===== src/rtl/mpuart_pkg.sv =====
package mpuart_pkg;
    localparam int DIV_W = 16;

    typedef enum logic [2:0] {
        TX_IDLE, TX_LEAD, TX_START, TX_DATA, TX_NINTH, TX_STOP
    } tx_state_e;

    typedef enum logic [2:0] {
        RX_IDLE, RX_START, RX_DATA, RX_NINTH, RX_STOP
    } rx_state_e;
endpackage


===== src/rtl/mpuart_baud.sv =====
module mpuart_baud
    import mpuart_pkg::*;
(
    input  logic             clk,
    input  logic             rst_n,
    input  logic [DIV_W-1:0] divisor,
    output logic             tick
);
    typedef struct packed {
        logic [DIV_W-1:0] cnt;
    } baud_t;

    baud_t d, q;

    always_comb begin
        d    = q;
        tick = (q.cnt <= 1);
        if (tick) d.cnt = divisor;
        else      d.cnt = q.cnt - 1'b1;
    end

    always_ff @(posedge clk) begin
        if (!rst_n) q <= '0;
        else        q <= d;
    end


    no_double_tick_chk: assert property (@(posedge clk) disable iff (!rst_n)
        (tick && divisor >= 2) |=> !tick);
endmodule


===== src/rtl/mpuart_tx.sv =====
module mpuart_tx
    import mpuart_pkg::*;
#(
    parameter int OVS = 16
) (
    input  logic       clk,
    input  logic       rst_n,
    input  logic       tick,
    input  logic       tx_en,
    input  logic       par_en,
    input  logic       par_odd,
    input  logic       brk,
    input  logic       cts_en,
    input  logic       cts_n,
    input  logic       de_en,
    input  logic       mp_en,
    input  logic       mp_bit,
    input  logic       load,
    input  logic [7:0] wdata,
    output logic       txd,
    output logic       de,
    output logic       tdre,
    output logic       txe
);
    localparam int CW = $clog2(OVS) + 1;
    localparam logic [CW-1:0] BIT_END  = CW'(OVS - 1);
    localparam logic [CW-1:0] LEAD_END = CW'(OVS);

    typedef struct packed {
        tx_state_e     st;
        logic [CW-1:0] cnt;
        logic [2:0]    idx;
        logic [7:0]    shf;
        logic          ninth;
        logic          has9;
        logic [7:0]    thr;
        logic          full;
    } tx_t;

    tx_t  d, q;
    logic adv;
    logic line;

    always_comb begin
        d   = q;
        adv = 1'b0;
        if (q.st != TX_IDLE && tick) begin
            d.cnt = q.cnt + 1'b1;
            if (q.cnt == ((q.st == TX_LEAD) ? LEAD_END : BIT_END)) begin
                d.cnt = '0;
                adv   = 1'b1;
            end
        end
        case (q.st)
            TX_IDLE: if (tx_en && q.full && !(cts_en && cts_n)) begin
                d.shf   = q.thr;
                d.ninth = mp_en ? mp_bit : (^q.thr ^ par_odd);
                d.has9  = mp_en || par_en;
                d.full  = 1'b0;
                d.cnt   = '0;
                d.st    = de_en ? TX_LEAD : TX_START;
            end
            TX_LEAD:  if (adv) d.st = TX_START;
            TX_START: if (adv) begin d.st = TX_DATA; d.idx = '0; end
            TX_DATA:  if (adv) begin
                d.shf = q.shf >> 1;
                d.idx = q.idx + 1'b1;
                if (q.idx == 3'd7) d.st = q.has9 ? TX_NINTH : TX_STOP;
            end
            TX_NINTH: if (adv) d.st = TX_STOP;
            TX_STOP:  if (adv) d.st = TX_IDLE;
            default:  d.st = TX_IDLE;
        endcase
        if (load) begin
            d.thr  = wdata;
            d.full = 1'b1;
        end
    end

    always_comb begin
        case (q.st)
            TX_START: line = 1'b0;
            TX_DATA:  line = q.shf[0];
            TX_NINTH: line = q.ninth;
            default:  line = 1'b1;
        endcase
        txd  = brk ? 1'b0 : line;
        de   = de_en && (q.st != TX_IDLE);
        tdre = !q.full;
        txe  = !q.full && (q.st == TX_IDLE);
    end

    always_ff @(posedge clk) begin
        if (!rst_n) q <= '0;
        else        q <= d;
    end


    cts_hold_chk: assert property (@(posedge clk) disable iff (!rst_n)
        (cts_en && cts_n && q.st == TX_IDLE) |=> (q.st == TX_IDLE));

    de_cover_chk: assert property (@(posedge clk) disable iff (!rst_n)
        (de_en && !brk && !txd) |-> de);

    load_full_chk: assert property (@(posedge clk) disable iff (!rst_n)
        load |=> !tdre);
endmodule


===== src/rtl/mpuart_rx.sv =====
module mpuart_rx
    import mpuart_pkg::*;
#(
    parameter int OVS = 16
) (
    input  logic       clk,
    input  logic       rst_n,
    input  logic       tick,
    input  logic       rxd,
    input  logic       rx_en,
    input  logic       par_en,
    input  logic       par_odd,
    input  logic       mp_en,
    output logic       done,
    output logic [7:0] data,
    output logic       ninth,
    output logic       fe,
    output logic       pe
);
    localparam int CW = $clog2(OVS);
    localparam logic [CW-1:0] MID  = CW'(OVS / 2 - 1);
    localparam logic [CW-1:0] LAST = CW'(OVS - 1);

    typedef struct packed {
        logic [1:0]    sync;
        rx_state_e     st;
        logic [CW-1:0] cnt;
        logic [2:0]    idx;
        logic [7:0]    shf;
        logic          ninth;
        logic          done;
        logic          fe;
        logic          pe;
    } rx_t;

    rx_t  d, q;
    logic bit_now;
    logic samp;

    always_comb begin
        d       = q;
        d.sync  = {q.sync[0], rxd};
        d.done  = 1'b0;
        bit_now = q.sync[1];
        samp    = tick && (q.cnt == ((q.st == RX_START) ? MID : LAST));
        if (tick && q.st != RX_IDLE) d.cnt = q.cnt + 1'b1;
        case (q.st)
            RX_IDLE: if (tick && !bit_now) begin
                d.st  = RX_START;
                d.cnt = '0;
            end
            RX_START: if (samp) begin
                d.cnt = '0;
                d.idx = '0;
                d.st  = bit_now ? RX_IDLE : RX_DATA;
            end
            RX_DATA: if (samp) begin
                d.shf = {bit_now, q.shf[7:1]};
                d.idx = q.idx + 1'b1;
                if (q.idx == 3'd7) d.st = (par_en || mp_en) ? RX_NINTH : RX_STOP;
            end
            RX_NINTH: if (samp) begin
                d.ninth = bit_now;
                d.st    = RX_STOP;
            end
            RX_STOP: if (samp) begin
                d.done = 1'b1;
                d.fe   = !bit_now;
                d.pe   = par_en && !mp_en && (q.ninth != (^q.shf ^ par_odd));
                d.st   = RX_IDLE;
            end
            default: d.st = RX_IDLE;
        endcase
        if (!rx_en) d.st = RX_IDLE;
    end

    always_ff @(posedge clk) begin
        if (!rst_n) begin
            q      <= '0;
            q.sync <= 2'b11;
        end else begin
            q <= d;
        end
    end

    assign done  = q.done;
    assign data  = q.shf;
    assign ninth = q.ninth;
    assign fe    = q.fe;
    assign pe    = q.pe;


    done_pulse_chk: assert property (@(posedge clk) disable iff (!rst_n)
        done |=> !done);
endmodule


===== src/rtl/mpuart.sv =====
module mpuart
    import mpuart_pkg::*;
#(
    parameter int OVS = 16
) (
    input  logic       clk,
    input  logic       rst_n,
    input  logic       wr,
    input  logic       rd,
    input  logic [2:0] addr,
    input  logic [7:0] wdata,
    output logic [7:0] rdata,
    input  logic       rxd,
    output logic       txd,
    input  logic       cts_n,
    output logic       de,
    output logic       rx_irq,
    output logic       tx_irq,
    output logic       tmr_irq
);
    typedef struct packed {
        logic [6:0]       ctrl;
        logic [3:0]       mpc;
        logic [7:0]       node;
        logic [DIV_W-1:0] div;
        logic [7:0]       rdr;
        logic             rdrf;
        logic             oe;
        logic             fe;
        logic             pe;
        logic             newfrm;
        logic             mprx;
        logic             matched;
        logic             first;
        logic             tmr;
    } regs_t;

    regs_t d, q;
    logic tick, tdre, txe;
    logic rx_done, rx_ninth, rx_fe, rx_pe;
    logic [7:0] rx_data;
    logic is_addr, hit, deliver;

    wire tx_en   = q.ctrl[0];
    wire rx_en   = q.ctrl[1];
    wire par_en  = q.ctrl[2];
    wire par_odd = q.ctrl[3];
    wire brk     = q.ctrl[4];
    wire cts_en  = q.ctrl[5];
    wire de_en   = q.ctrl[6];
    wire mp_en   = q.mpc[0];
    wire [1:0] mode = q.mpc[2:1];
    wire mp_bit  = q.mpc[3];

    mpuart_baud u_baud (.clk(clk), .rst_n(rst_n), .divisor(q.div), .tick(tick));

    mpuart_tx #(.OVS(OVS)) u_tx (
        .clk(clk), .rst_n(rst_n), .tick(tick), .tx_en(tx_en), .par_en(par_en),
        .par_odd(par_odd), .brk(brk), .cts_en(cts_en), .cts_n(cts_n), .de_en(de_en),
        .mp_en(mp_en), .mp_bit(mp_bit), .load(wr && addr == 3'd0), .wdata(wdata),
        .txd(txd), .de(de), .tdre(tdre), .txe(txe));

    mpuart_rx #(.OVS(OVS)) u_rx (
        .clk(clk), .rst_n(rst_n), .tick(tick), .rxd(rxd), .rx_en(rx_en),
        .par_en(par_en), .par_odd(par_odd), .mp_en(mp_en), .done(rx_done),
        .data(rx_data), .ninth(rx_ninth), .fe(rx_fe), .pe(rx_pe));

    always_comb begin
        d       = q;
        is_addr = mp_en && rx_ninth;
        hit     = (rx_data == q.node);
        deliver = 1'b0;
        if (wr) begin
            case (addr)
                3'd2:    d.ctrl      = wdata[6:0];
                3'd3:    d.mpc       = wdata[3:0];
                3'd4:    d.node      = wdata;
                3'd5:    d.div[7:0]  = wdata;
                3'd6:    d.div[15:8] = wdata;
                default: ;
            endcase
        end
        if (rd && addr == 3'd0) begin
            d.rdrf   = 1'b0;
            d.oe     = 1'b0;
            d.fe     = 1'b0;
            d.pe     = 1'b0;
            d.newfrm = 1'b0;
            d.mprx   = 1'b0;
        end
        if (rd && addr == 3'd7) d.tmr = 1'b0;
        if (tick && !tx_en && !rx_en) d.tmr = 1'b1;
        if (rx_done) begin
            if (!mp_en) begin
                deliver = 1'b1;
            end else if (is_addr) begin
                d.matched = hit;
                d.first   = hit;
                deliver   = (mode == 2'd0) || (mode == 2'd1 && hit);
            end else begin
                deliver = (mode == 2'd0) || (q.matched && !rx_fe);
            end
            if (deliver) begin
                if (d.rdrf) begin
                    d.oe = 1'b1;
                end else begin
                    d.rdr    = rx_data;
                    d.rdrf   = 1'b1;
                    d.fe     = rx_fe;
                    d.pe     = rx_pe;
                    d.mprx   = is_addr;
                    d.newfrm = !is_addr && mp_en && q.first;
                end
                if (!is_addr) d.first = 1'b0;
            end
        end
    end

    always_comb begin
        case (addr)
            3'd0:    rdata = q.rdr;
            3'd1:    rdata = {q.rdrf, q.oe, q.fe, q.pe, tdre, txe, q.newfrm, q.mprx};
            3'd2:    rdata = {1'b0, q.ctrl};
            3'd3:    rdata = {4'b0, q.mpc};
            3'd4:    rdata = q.node;
            3'd5:    rdata = q.div[7:0];
            3'd6:    rdata = q.div[15:8];
            default: rdata = {7'b0, q.tmr};
        endcase
    end

    assign rx_irq  = rx_en && (q.rdrf || q.oe);
    assign tx_irq  = tx_en && tdre;
    assign tmr_irq = q.tmr;

    always_ff @(posedge clk) begin
        if (!rst_n) q <= '0;
        else        q <= d;
    end


    oe_rise_chk: assert property (@(posedge clk) disable iff (!rst_n)
        $rose(q.oe) |-> $past(q.rdrf));

    tmr_set_chk: assert property (@(posedge clk) disable iff (!rst_n)
        (tick && !tx_en && !rx_en) |=> tmr_irq);

    newfrm_full_chk: assert property (@(posedge clk) disable iff (!rst_n)
        q.newfrm |-> q.rdrf);
endmodule


===== config.mk =====
export PLATFORM = sky130hd
export DESIGN_NAME = mpuart
export DESIGN_NICKNAME = d
export VERILOG_FILES = /design/src/rtl/mpuart_pkg.sv /design/src/rtl/mpuart_baud.sv /design/src/rtl/mpuart_tx.sv /design/src/rtl/mpuart_rx.sv /design/src/rtl/mpuart.sv
export SDC_FILE = /design/constraint.sdc
export NUM_CORES = 1
export LEC_CHECK = 0
export BUFFER_PORTS_ARGS = -buffer_cell sky130_fd_sc_hd__buf_2
export CORE_UTILIZATION = 60
export CTS_CLUSTER_DIAMETER = 200
export DETAILED_ROUTE_END_ITERATION = 12
export GPL_ROUTABILITY_DRIVEN = 0
export GPL_TIMING_DRIVEN = 0
export HOLD_SLACK_MARGIN = 0.06
export PLACE_DENSITY = 0.87
export SLEW_MARGIN = 20
export SYNTH_ARGS = -nofsm -noshare
export SYNTH_HDL_FRONTEND = slang
export SYNTH_SLANG_ARGS = --single-unit
export TNS_END_PERCENT = 100

===== constraint.sdc =====
create_clock -name clk -period 3.1 [get_ports clk]
set_clock_uncertainty 0.05 [all_clocks]
set_input_delay 0.155 -clock clk [delete_from_list [all_inputs] [get_ports clk]]
set_output_delay 0.155 -clock clk [all_outputs]
set_load 0.05 [all_outputs]

==> flow_summary_export.csv, run 1 <==
group,metric,value,unit
outcome,status,"completed",
die,chipWidth,103,microns
global_route,grt_util_met3,9.42,%
sta,relSlewSlack,46.2,%
worst_setup_path,end_kind,"primary output",
min_path,hold_class,"primary input to register",
detailed_routing,vias,5897,
logic_synthesis,post-synth-top-area-cell,"dfxtp_1",
global_route,grt_pass1_vias,5455,
worst_setup_path,cp_max_fo,10,
die,initial_core_util,62.3,%
detailed_routing,drc_errors,0,
worst_setup_path,slowest_delay,0.52,ns
logic_synthesis,yosysWarnings,0,
logic_synthesis,yosysMostFrequentCell,"nand2_1",
worst_setup_path,cp-start-kind,"register",
final_layout,finish.utilization,72.4,%
logic_synthesis,ys_top_cells_by_count,"nand2_1 (137), dfxtp_1 (122), a21oi_1 (58)",
logic_synthesis,synth_flop_cell,"dfxtp_1",
sta,worst_pin_slew,0.802,ns
pwr,vdd_drop_max,456,uV
final_layout,syn_to_final_growth,16.3,%
detailed_routing,drt_iter0_drc,716,
logic_synthesis,synth-edff-count,0,
detailed_routing,via_per_inst,6.38,
pwr,cellLeakagePower,2.74,nW
pwr,powerDensity,672,nW/um^2
clock_network,cts-root-buf,"clkbuf_8",
clock_network,cts.htree.levels,4,
logic_synthesis,syn_nets,747,
final_layout,drive_gt1_share,11.0,%
detailed_routing,routedWlPerCell,19.4,microns
logic_synthesis,async_flop_share,0,%
sta,final.period_utilization,89.7,%
detailed_routing,routed_wl,18000,microns
global_route,grtUsageMet2,57.1,%
clock_network,insertion_delay,0.53,ns
worst_setup_path,path_cells,"clkbuf_1 -> nor3_2 -> nand3_1 -> a21oi_1 -> a31oi_1 -> o221ai_1 -> buf_2",
global_route,use_met1,43.0,%
worst_setup_path,crit_buf_inv,2,
sta,fin_tns_setup,0,ns
sta,max_freq,360,MHz
logic_synthesis,synth-seq-cells,122,
detailed_routing,firstDrtPassIters,8,
clock_network,cts_setup_buffers,0,
placed_design,dp_cells,881,
global_route,antenna_found_initial,0,
worst_setup_path,crit_type,"register to primary output",
worst_setup_path,crit_family,"simple AND/OR/NAND/NOR gates",
global_route,grt_max_degree,17,
global_route,grt_pass1_wl,27700,microns
detailed_routing,ant_nets,0,
clock_network,numCtsBuffers,17,
logic_synthesis,synthTopCellsByArea,"dfxtp_1 (40%), nand2_1 (8.4%), mux2i_1 (8.3%)",
die,num_io_pins,30,
pwr,p_total,4.78,mW
logic_synthesis,synthCells,722,
final_layout,layout.nets,803,
clock_network,cts.clk_slew.worst_paths,0.06,ns
clock_network,cts.sinks,122,
placed_design,dp_hpwl,12300,microns
sta,timing.final.crit_period,2.78,ns
global_route,grt.busiest_layer,"met2",
global_route,grt-ovfl-total,0,
die,die_area,10600,sq um
sta,rsz0062_at_grt,"no",
sta,finalSetupViolCount,0,
sta,hold_viol_final,0,
worst_setup_path,cp_slowest_cell,"nor3_2",
die,num_rows,36,
worst_setup_path,worstPathArrival,2.58,ns
die,fp.dieH,103,microns
logic_synthesis,yosysTopAreaCellShare,39.9,%
logic_synthesis,syn_avg_cell_area,8.47,sq um
clock_network,cts_tree,"built",
run,max-cap-violations,0,
final_layout,antenna_cells,0,
logic_synthesis,yosysSeqAreaShare,39.9,%
die,core,9820,sq um
global_route,grt_usage,35.4,%
placed_design,io_buffers,26,
clock_network,cts_max_path_buffers,2,
final_layout,finalNonFillerCells,924,
final_layout,final.fill_count,737,
logic_synthesis,synth_area,6120,sq um
logic_synthesis,ys_types,65,
sta,drv_slew,0,
worst_setup_path,required,2.89,ns
-- flip-flops by register name, indices dropped and copies added, names as in the netlist, 2 cells and up --
| signal | count |
|---|---|
| u_rx.data | 8 |
| q | 42 |
| u_tx.q | 30 |
| u_rx.q | 10 |
| u_baud.q | 16 |
| mode | 2 |
-- cells in the final DEF, fill, tap and decap left out, drive strengths merged, types with 6 or more instances in the layout --
cell type / n
nand2: 138
dfxtp: 122
a21oi: 59
mux2i: 51
nor2: 49
clkbuf: 48
buf: 37
xnor2: 35
o21ai: 23
nand3: 21
nor3: 15
inv: 15
a211oi: 13
dlygate4sd3: 11
xor2: 10
a22o: 9
nand4: 9
nor4: 9
ha: 8
nor2b: 7
nand2b: 7
nor3b: 7
a31oi: 6
o21a: 6
-- worst min-delay path: cells and delay by family --
kind | cells | cell delay [ns]
and+or+nand+nor | 2 | 0.28
AOI/OAI and AO/OA | 1 | 0.10
buffers and inverters | 1 | 0.09
-- per-stage QoR --
stage                     hold slack, ns  instance area (sq um)  worst slack [ns]
after floorplan                    0.206                   6120             0.863
after global placement             0.288                   6410             0.778
after detailed placement           0.295                   6410             0.691
after CTS                         0.0633                   7100             0.120
after global routing              0.0986                   7110             0.240
final                             0.0952                   7110             0.319
-- cells by family after synthesis --
logic type	count (synthesis)	share of synthesized area (%)
flops	122	39.9
simple gates	292	23.1
mux	58	10.2
compound gates	147	15.2
fa+ha+maj	8	1.64
xor+xnor	45	6.44
buf+inv	50	3.46
-- layer usage --
layer,share of wire (%),wire (microns)
met1,38,6890
met2,46,8340
met3,10,1830
met4,5.1,912
met5,0,0
-- worst paths after layout --
| path | endpoint | cells after the start | slack, ns | start |
|---|---|---|---|---|
| worst max-delay path | rdata[2] | 7 | 0.32 | u_tx.q[28] |
| worst min register to register | u_rx.bit_now | 1 | 0.36 | u_rx.d[23] |
| worst min-delay path | u_tx.q[10] | 4 | 0.1 | cts_n |
| worst max register to register | u_tx.q[12] | 6 | 0.61 | u_baud.q[0] |
-- area by class of cell --
class / count / area (sq um) / area share, %
sequential: 122 / 2440 / 34.3
clock buffer: 18 / 418 / 5.88
timing repair buffer: 37 / 240 / 3.38
buffer: 41 / 178 / 2.50
clock inverter: 14 / 160 / 2.25
tap: 133 / 166 / 2.34
multi-input combinational: 550 / 3470 / 48.8
inverter: 9 / 33.8 / 0.475
-- what timing repair did --
item | in CTS | in global routing
resized for setup | 0 | 1
hold buffers | 11 | 0
hold endpoints to repair | 48 | 0
endpoints found under the setup margin | 0 | 1
-- report_power, final --
| part | internal [mW] | switching (mW) |
|---|---|---|
| logic | 0.346 | 0.670 |
| clock network | 1.16 | 0.792 |
| registers | 1.68 | 0.130 |
| total | 3.19 | 1.59 |
Power figures use the tool's default switching activity.
==> run 2: changes to the inputs <==
--- a/config.mk
+++ b/config.mk
@@ -6,13 +6,14 @@
 export NUM_CORES = 1
 export LEC_CHECK = 0
 export BUFFER_PORTS_ARGS = -buffer_cell sky130_fd_sc_hd__buf_2
-export CORE_UTILIZATION = 60
+export CAP_MARGIN = 20
+export CORE_UTILIZATION = 50
 export CTS_CLUSTER_DIAMETER = 200
 export DETAILED_ROUTE_END_ITERATION = 12
 export GPL_ROUTABILITY_DRIVEN = 0
 export GPL_TIMING_DRIVEN = 0
 export HOLD_SLACK_MARGIN = 0.06
-export PLACE_DENSITY = 0.87
+export PLACE_DENSITY = 0.76
 export SLEW_MARGIN = 20
 export SYNTH_ARGS = -nofsm -noshare
 export SYNTH_HDL_FRONTEND = slang
==> flow_summary_export.csv, run 2 (synthesized netlist as in run 1, its figures left out) <==
group,metric,value,unit
worst_setup_path,cp_slowest_cell,"nor3_1",
sta,fin_tns_setup,0,ns
placed_design,dp_cells,895,
die,chipWidth,113,microns
clock_network,cts.clk_slew.worst_paths,0.06,ns
final_layout,largest_register_ffs,42,
detailed_routing,via_per_inst,6.15,
detailed_routing,drc_errors,0,
detailed_routing,drt_iter0_drc,541,
detailed_routing,firstDrtPassIters,5,
detailed_routing,routed_wl,17800,microns
final_layout,reg_top3,"q x42, u_tx.q x30, u_baud.q x16",
final_layout,drive_gt1_share,10.6,%
run,max-cap-violations,0,
clock_network,numCtsBuffers,17,
clock_network,cts_max_path_buffers,2,
detailed_routing,ant_nets,0,
worst_setup_path,end_kind,"primary output",
worst_setup_path,worstPathArrival,2.71,ns
placed_design,dp_hpwl,12600,microns
global_route,grt_util_met3,6.05,%
clock_network,cts.sinks,122,
global_route,grt.busiest_layer,"met2",
die,num_rows,40,
final_layout,syn_to_final_growth,17.1,%
clock_network,cts_tree,"built",
final_layout,layout_commonest_cell,"nand2_1",
worst_setup_path,required,2.89,ns
global_route,grtUsageMet2,47.6,%
global_route,grt-ovfl-total,0,
global_route,grt_pass1_vias,5565,
global_route,use_met1,34.8,%
sta,max_freq,344,MHz
global_route,grt_pass1_wl,28300,microns
pwr,cellLeakagePower,2.78,nW
clock_network,cts_setup_buffers,0,
worst_setup_path,crit_buf_inv,2,
worst_setup_path,crit_type,"register to primary output",
sta,drv_slew,0,
final_layout,regMostFlops,"q",
worst_setup_path,slowest_delay,0.78,ns
pwr,vdd_drop_max,314,uV
final_layout,layout.nets,801,
sta,hold_viol_final,0,
placed_design,placed_cell_area,6430,sq um
final_layout,finalNonFillerCells,936,
final_layout,final_cell_mix,"nand2_1 (137), dfxtp_1 (122), a21oi_1 (58)",
sta,fin_ws,0.190,ns
sta,finalSetupViolCount,0,
global_route,antenna_found_initial,0,
pwr,powerDensity,696,nW/um^2
detailed_routing,vias,5755,
worst_setup_path,cp_max_fo,10,
clock_network,cts.htree.levels,4,
worst_setup_path,cp-start-kind,"register",
sta,timing.final.crit_period,2.91,ns
die,core,12000,sq um
detailed_routing,routedWlPerCell,19.0,microns
final_layout,postLayoutCellArea,7160,sq um
placed_design,io_buffers,26,
global_route,grt_usage,28.9,%
outcome,status,"completed",
clock_network,cts-root-buf,"clkbuf_16",
sta,relSlewSlack,33.0,%
worst_setup_path,crit_family,"simple AND/OR/NAND/NOR gates",
global_route,grt_max_degree,17,
pwr,p_total,4.98,mW
clock_network,insertion_delay,0.42,ns
placed_design,dp_slack,0.677,ns
final_layout,antenna_cells,0,
die,initial_core_util,51.1,%
die,die_area,12700,sq um
die,fp.dieH,113,microns
sta,final.period_utilization,93.9,%
min_path,hold_class,"primary input to register",
final_layout,final.fill_count,1014,
die,num_io_pins,30,
sta,worst_pin_slew,0.997,ns
sta,rsz0062_at_grt,"no",
worst_setup_path,path_cells,"clkbuf_1 -> nor3_1 -> nand3_1 -> a21oi_1 -> a31oi_1 -> o221ai_1 -> buf_2",
## run 2: cell count changes in the layout (fill, tap and decap cells not counted), sizes merged
cell,previous run,this run
inv,15,8
clkinv,2,8
clkinvlp,4,0
bufinv,2,5
clkbuf,48,50
dlygate4sd3,11,9
## run 2: per-layer routing
layer	vias to the layer above	part of all wire (%)
met2	259	48
li1	2676	-
met5	-	0
met1	2748	40
met3	72	6.6
met4	0	5.4
## run 2: metrics by stage
stage | hold slack (ns) | util (%)
after floorplan | 0.206 | -
after global placement | 0.286 | 53.8
after CTS | 0.0951 | 59.9
final | 0.110 | 59.9
after global routing | 0.105 | 59.9
after detailed placement | 0.290 | 53.8
## run 2: cell type report
| cell class | instances | area, sq um | share of cell area (%) |
|---|---|---|---|
| multi-input cells | 550 | 3460 | 48.3 |
| flip-flops and latches | 122 | 2440 | 34.1 |
| clock buffers | 20 | 447 | 6.23 |
| repair buffers | 35 | 220 | 3.07 |
| clock inverters | 12 | 196 | 2.74 |
| well taps | 147 | 184 | 2.57 |
| plain buffers | 41 | 178 | 2.48 |
| inverters | 9 | 33.8 | 0.472 |
## run 2: where the power goes
part           internal (mW)  switching [mW]
registers               1.68           0.128
logic                  0.345           0.668
clock network           1.44           0.718
## run 2: final timing paths
kind | start | end | slack (ns) | cells past startpoint
max | u_tx.q[28] | rdata[2] | 0.19 | 7
min | rd | tmr_irq | 0.11 | 4
max reg2reg | u_tx.q[28] | u_tx.q[10] | 0.66 | 6
min reg2reg | u_rx.d[23] | u_rx.bit_now | 0.35 | 1
## run 2: repair_timing
action / 4_1_cts / 5_1_grt
endpoints found under the setup margin: 0 / 0
hold buffers: 9 / 0
gates resized for setup: 0 / 0
hold endpoints to repair: 36 / 0
## run 2: worst register-to-register path, delay by kind of cell, from the launching register on
family | cells | cell delay, ns
AOI/OAI and AO/OA | 2 | 0.26
buffers and inverters | 1 | 0.21
DFF | 1 | 0.31
and+or+nand+nor | 3 | 1.47
